==> src/rtl/fifo9_replay.sv <==
`timescale 1ns/1ps
module fifo9_replay #(
  parameter int WIDTH = 9,
  parameter int DEPTH = 256
) (
  input  logic             clk,
  input  logic             rst_n,
  input  logic             wr_en,
  input  logic [WIDTH-1:0] wr_data,
  input  logic             rd_en,
  input  logic             rt_n,
  output logic [WIDTH-1:0] rd_data,
  output logic             rd_valid,
  output logic             empty_n,
  output logic             full_n,
  output logic             half_n
);
  localparam int AW   = $clog2(DEPTH);
  localparam int CW   = AW + 1;
  localparam int HALF = DEPTH / 2;
  localparam logic [AW-1:0] LAST  = AW'(DEPTH - 1);
  localparam logic [CW-1:0] FULLC = CW'(DEPTH);
  localparam logic [CW-1:0] HALFC = CW'(HALF);

  logic [WIDTH-1:0] mem [DEPTH];
  logic [AW-1:0]    wptr, rptr;
  logic [CW-1:0]    count;

  wire is_empty = (count == '0);
  wire is_full  = (count == FULLC);
  wire wr_ok    = rt_n && wr_en && !is_full;
  wire rd_ok    = rt_n && rd_en && !is_empty;

  assign empty_n = !is_empty;
  assign full_n  = !is_full;
  assign half_n  = (count <= HALFC);

  always_ff @(posedge clk) begin
    if (wr_ok) mem[wptr] <= wr_data;
  end

  always_ff @(posedge clk) begin
    if (!rst_n) begin
      wptr     <= '0;
      rptr     <= '0;
      count    <= '0;
      rd_data  <= '0;
      rd_valid <= 1'b0;
    end else if (!rt_n) begin
      rptr     <= '0;
      count    <= {1'b0, wptr};
      rd_valid <= 1'b0;
    end else begin
      rd_valid <= rd_ok;
      if (wr_ok) wptr <= (wptr == LAST) ? '0 : wptr + 1'b1;
      if (rd_ok) begin
        rptr    <= (rptr == LAST) ? '0 : rptr + 1'b1;
        rd_data <= mem[rptr];
      end
      if (wr_ok && !rd_ok)      count <= count + 1'b1;
      else if (rd_ok && !wr_ok) count <= count - 1'b1;
    end
  end


  assert_reset_state_R1: assert property (@(posedge clk)
    !rst_n |=> (!empty_n && full_n && half_n && !rd_valid && rd_data == '0));


  assert_data_hold_R2: assert property (@(posedge clk) disable iff (!rst_n)
    !rd_valid |-> $stable(rd_data));


  assert_empty_read_ignored_R3: assert property (@(posedge clk) disable iff (!rst_n)
    (!empty_n && rd_en && rt_n) |=> !rd_valid);


  assert_no_overflow_R4: assert property (@(posedge clk) disable iff (!rst_n)
    (!full_n && wr_en && !rd_en && rt_n) |=> !full_n);

  assert_flags_exclusive_R4: assert property (@(posedge clk) disable iff (!rst_n)
    !(!empty_n && !full_n));


  assert_half_falls_on_write_R5: assert property (@(posedge clk) disable iff (!rst_n)
    (half_n && rt_n && !wr_en) |=> half_n);


  assert_balanced_access_R6: assert property (@(posedge clk) disable iff (!rst_n)
    (empty_n && full_n && wr_en && rd_en && rt_n) |=>
      ($stable(empty_n) && $stable(full_n) && $stable(half_n) && rd_valid));


  assert_retransmit_blocks_read_R8: assert property (@(posedge clk) disable iff (!rst_n)
    !rt_n |=> !rd_valid);
endmodule

==> config.mk <==
export PLATFORM = sky130hd
export DESIGN_NAME = fifo9_replay
export DESIGN_NICKNAME = d
export VERILOG_FILES = /design/src/rtl/fifo9_replay.sv
export SDC_FILE = /design/constraint.sdc
export NUM_CORES = 2
export LEC_CHECK = 0
export ABC_AREA = 1
export BUFFER_PORTS_ARGS = -buffer_cell sky130_fd_sc_hd__buf_2
export CAP_MARGIN = 40
export CORE_MARGIN = 4
export CORE_UTILIZATION = 35
export CTS_BUF_LIST = sky130_fd_sc_hd__clkbuf_8 sky130_fd_sc_hd__clkbuf_16
export CTS_CLUSTER_SIZE = 12
export DETAILED_ROUTE_END_ITERATION = 7
export HOLD_SLACK_MARGIN = 0.06
export RECOVER_POWER = 50
export SKIP_CTS_REPAIR_TIMING = 1
export SLEW_MARGIN = 30
export SYNTH_ARGS = -nofsm -noshare
export SYNTH_HDL_FRONTEND = slang
export SYNTH_SLANG_ARGS = --single-unit
==> constraint.sdc <==
create_clock -name clk -period 9 [get_ports clk]
set_clock_uncertainty 0.1 [all_clocks]
set_input_delay 0.9 -clock clk [delete_from_list [all_inputs] [get_ports clk]]
set_output_delay 0.9 -clock clk [all_outputs]
set_load 0.05 [all_outputs]
* Word-level counts from Yosys, hierarchy flattened *
Memory sizes are Yosys's and may differ from the RTL's. A register that Yosys moved wholly into a read port is not among the register bits.
Cells that the tools add are included.

word-level totals
  register bits after elaboration = 26
  word-level logic and storage cells = 38
  latch bits = 0
  bits in read-only memories = 0
  memory bits (writable) = 2304
  memories = 1

memory list
  memory  depth  width  rd ports  clocked after memory_dff  wr ports  RTL line  text
  mem     256    9      1         1                         1         25        logic [WIDTH-1:0] mem [DEPTH];

operators by class
  multiply operators = 0
  div/mod/pow operators = 0
  shift operators = 0
  mux-type cells = 7
  equality and inequality tests = 4
  reductions and logical operators = 16
  $add $sub $neg = 4
  magnitude comparators = 1
  bitwise logic cells = 0

operators by type and width
  operator             count
  $mux 8               3
  $mux 9               2
  $add 8x1->8 const B  2
  $eq 8x8->1 const B   2
  $add 9x1->9 const B  1
  $eq 9x9->1 const B   1
  $le 9x8->1 const B   1
  $logic_not 9->1      1
  $sub 9x1->9 const B  1
  $logic_and 1x1->1    6
  $reduce_and 2->1     3
  $logic_not 1->1      5
  $ne 3x1->1 const B   1
  $mux 1               2
  $reduce_bool 2->1    1

* Longest topological paths before layout *
  word-level depth = 8
  gate-level depth with buffers = 21
  gate-level depth less buffers = 17

* Least setup slack after synthesis *
Ideal clock, no wire load.

  path type = register to register
  start point = reg count[0]
  end point = reg count[7]
  slack = 5.573 ns
  setup time = 0.120 ns
  cell stages (with the launch flop) = 19
  arrival time = 3.207 ns
  cell sequence = dfxtp_1 -> nor4_1 -> nand2_1 -> nor2_1 -> nand2_1 -> nand3_1 -> inv_1 -> buf_2 -> ha_1 -> inv_1 -> ha_1 -> a21o_1 -> a31oi_1 -> o21ai_0 -> xor2_1 -> nand2_1 -> o21ai_0 -> nand2_1 -> a21oi_1

between the ends
  elaborated cells between the ends (all ways) = 16
  those cells by class = add/sub (2); eq/ne (2); mux (3); reduce/logical (9)

RTL lines
  element                                                       RTL line  text
  from (decl)                                                   27        logic [CW-1:0] count;
  from (signal assigned)                                        51        count <= {1'b0, wptr};
  from (signal assigned)                                        60        if (wr_ok && !rd_ok) count <= count + 1'b1;
  from (signal assigned)                                        61        else if (rd_ok && !wr_ok) count <= count - 1'b1;
  $eq 9x9->1 *                                                  30        wire is_full = (count == FULLC);
  $logic_not 1->1 *                                             -
  net full_n                                                    15        output logic full_n,
  $logic_and 1x1->1 *                                           31        wire wr_ok = rt_n && wr_en && !is_full;
  $logic_not 1->1 / $logic_and 1x1->1 (equally long branches)   61, 60
  $logic_and 1x1->1 / $mux 9 (equally long branches)            61, 60
  $ne 3x1->1 (no source line) / $mux 8 (equally long branches)  -

Mark *: on every way through the listed nets, which the timed path passes. The rest lies on a longest branch. The select of a mux whose other input is x is not followed.
A chain may end at the register's enable or synchronous reset.

* Final worst setup path *
  start point = in wr_data[7]
  end point = mem mem[250][7], data pin

RTL lines
  element      RTL line  text
  from (decl)  9         input logic [WIDTH-1:0] wr_data,
  to (decl)    25

Straight into the memory's write port.

==> impl_metrics.ini <==
[synthesis]
yosysMostFrequentCell = edfxtp_1
synth_top_area_share_pct = 70.7
synth_common_cells = edfxtp_1, nand2_1, nor2_1, nand3_1, o21ai_0
ys_ff_latch = 2339
synth_largest_area_cell = edfxtp_1
netlist_area_um2 = 97800
synthDistinctLibCells = 36
ys_top_cells_by_area = edfxtp_1, nand2_1, nor2_1
synth_flop_cell = edfxtp_1
ys.warnings.count = 0
netlist_instances = 8975
yosysSeqAreaShare_pct = 71.4
synth-edff-count = 2304
syn_nets = 9005
syn_area_per_cell_um2 = 10.9
ys_async_sr_fraction_pct = 0

[setup_path]
startpoint = wr_data[7]
slowest_stage = clkbuf_1
cpMostUsedCell = clkbuf_1
path_class = input port to flip-flop
start_kind = input port
crit_buf_inv = 3
crit_path_max_fanout = 56
arrival_ps = 6940
r2r-start = rptr[0]$_SDFFE_PN0P_
cp.required_ps = 9460
reg2reg_slack_ps = 4410
endpoint_kind = flip-flop
critical_path.max_stage_delay_ps = 2650
crit_chain = clkbuf_1, clkbuf_1, buf_4
path_delay_family = buffers and inverters

[run_status]
outcome = finished, violations left
violations = max-capacitance violations, max-slew violations

[detailed_routing]
via_per_inst = 5.15
drc_errors = 0
wl_um = 282000
post_drt_wl_per_cell_um = 22.0
vias = 66100
antenna_left = 0
initialDrtViolationCount = 7951
first_pass_iters = 6

[place]
place.gp.congestion = 0.885
placement.setup.worst_slack_ps = 4450
port_buffers = 26
dp.final_hpwl_um = 160000

[final_layout]
final_core_util_pct = 39.5
nNetsFinal = 8979
fillers = 26500
area_growth_syn_to_layout_pct = 12.1
layout-drive-gt1-share_pct = 6.21

[sta]
finalWorstSetupSlack_ps = 2520
rsz0062_at_grt = no
fmax_ghz = 0.154
final-hold-violation-count = 0
fin_crit_ps = 6480
finalSetupViolCount = 0
maxSlewViolCount = 998
slew_headroom_pct = -304
timing.final.crit_share_pct = 72.0
worst_pin_slew_ps = 6070
finalSetupTns_ps = 0

[floorplan]
die_w_um = 537
die_area_um2 = 288000
fp-row-count = 193
start_util_pct = 35.3
die_y_um = 537
io_pins = 27
core_um2 = 277000

[worst_hold_path]
worstHoldStart = rt_n
worstHoldPathType = input port to flip-flop

[clock_network]
clkTransAtPathRegs_ps = 70
clkLatencyLatePin_ps = 880
clock_tree.root_cell = clkbuf_16
cts_sinks = 2339
numCtsBuffers = 233
cts_buffer_depth = 3
cts_tree = done
htreeDepth = 4

[pwr]
p_leak_nw = 40.2
p_per_area_nw_per_um2 = 202
ir_worst_vdd_uv = 156

[global_route]
grt_pass1_vias = 63300
antenna_found_initial = 11
grt_max_degree = 229
grt_pass1_wl_um = 416000
grt_use_total_pct = 19.1
overflow = 0

[flow_run]
cap_violations = 15
## kinds of logic after synthesis
| kind of cell | synth area share (%) |
|---|---|
| and+or+nand+nor | 18.6 |
| DFF | 71.4 |
| buffers and inverters | 4.66 |
| AOI/OAI and AO/OA | 5.00 |
| adders and majority gates | 0.212 |
| xor gates and xnor gates | 0.0448 |
## per-stage QoR
stage               instances  hold slack (ps)  power [mW]  cell area, um2
floorplan                8975              361        12.8           97800
global placement        12300              383        13.3          101000
detailed placement      12300              397        13.3          102000
CTS                     12700              309        22.2          109000
global route            12800              380        22.8          110000
finish                  12800              372        22.1          110000
## per-layer routing
layer | up-vias | global-route usage, % | wire [um] | part of all wire, %
li1 | 30200 | - | - | -
met1 | 32300 | 26.4 | 117000 | 41
met2 | 3022 | 29.9 | 129000 | 46
met3 | 466 | 3.72 | 25700 | 9.1
met4 | 2 | 6.83 | 10400 | 3.7
met5 | - | 0 | 9 | 0.0032
## worst min-delay path, stage by stage
cell and delay, ps:
buf_2 180, nand3_1 100, nand2_1 70, a21oi_1 60
## registers in the layout, indices dropped and copies added, names as in the netlist
signal	flops
count	9
mem	2304
rd_data	9
rd_valid	1
rptr	8
wptr	8
## cell usage in the layout, fill, tap and decap left out, types with 4 or more instances in the layout
master / instances
buf_2: 26
nand2_2: 4
a31oi_1: 4
buf_12: 26
clkbuf_4: 41
buf_4: 116
ha_1: 15
clkinv_8: 6
nor2_2: 9
a21oi_1: 102
clkinv_1: 40
nor3_1: 7
buf_16: 12
clkbuf_8: 8
buf_6: 7
or2_2: 11
nand3_1: 693
inv_1: 638
clkbuf_16: 234
clkbuf_1: 26
o22ai_1: 18
nand3_2: 4
nand2_1: 2293
o211ai_1: 79
clkinv_2: 21
inv_6: 4
nand4_1: 11
o21ai_1: 37
bufinv_16: 7
xor2_1: 4
dfxtp_1: 31
edfxtp_1: 2304
clkinv_16: 6
o21ai_0: 680
buf_8: 5
nor2_1: 1558
diode_2: 4
## report_power, final
part           internal, mW  total, mW  switching [mW]
logic                 0.241       1.09           0.849
clock network          4.94       9.04            4.09
registers              12.0       12.0          0.0165
## layout make-up
class	count	area (um2)	share of cell area, %
Clock inverter	165	1080	0.986
Inverter	564	2150	1.96
Sequential cell	2339	69900	63.8
Antenna cell	4	10.0	0.00913
Timing Repair Buffer	262	2430	2.21
Tap cell	3705	4640	4.23
Clock buffer	242	5970	5.44
Multi-Input combinational cell	5549	23500	21.4
## worst paths after layout
kind	endpoint	depth (start not counted)
worst max-delay path	mem[250][7]$_DFFE_PP_	3
worst min-delay path	count[5]$_SDFFE_PN0P_	4
worst min register to register	count[6]$_SDFFE_PN0P_	2
worst max register to register	rd_data[3]$_SDFFE_PN0P_	18
(Power assumes the default switching activity.)
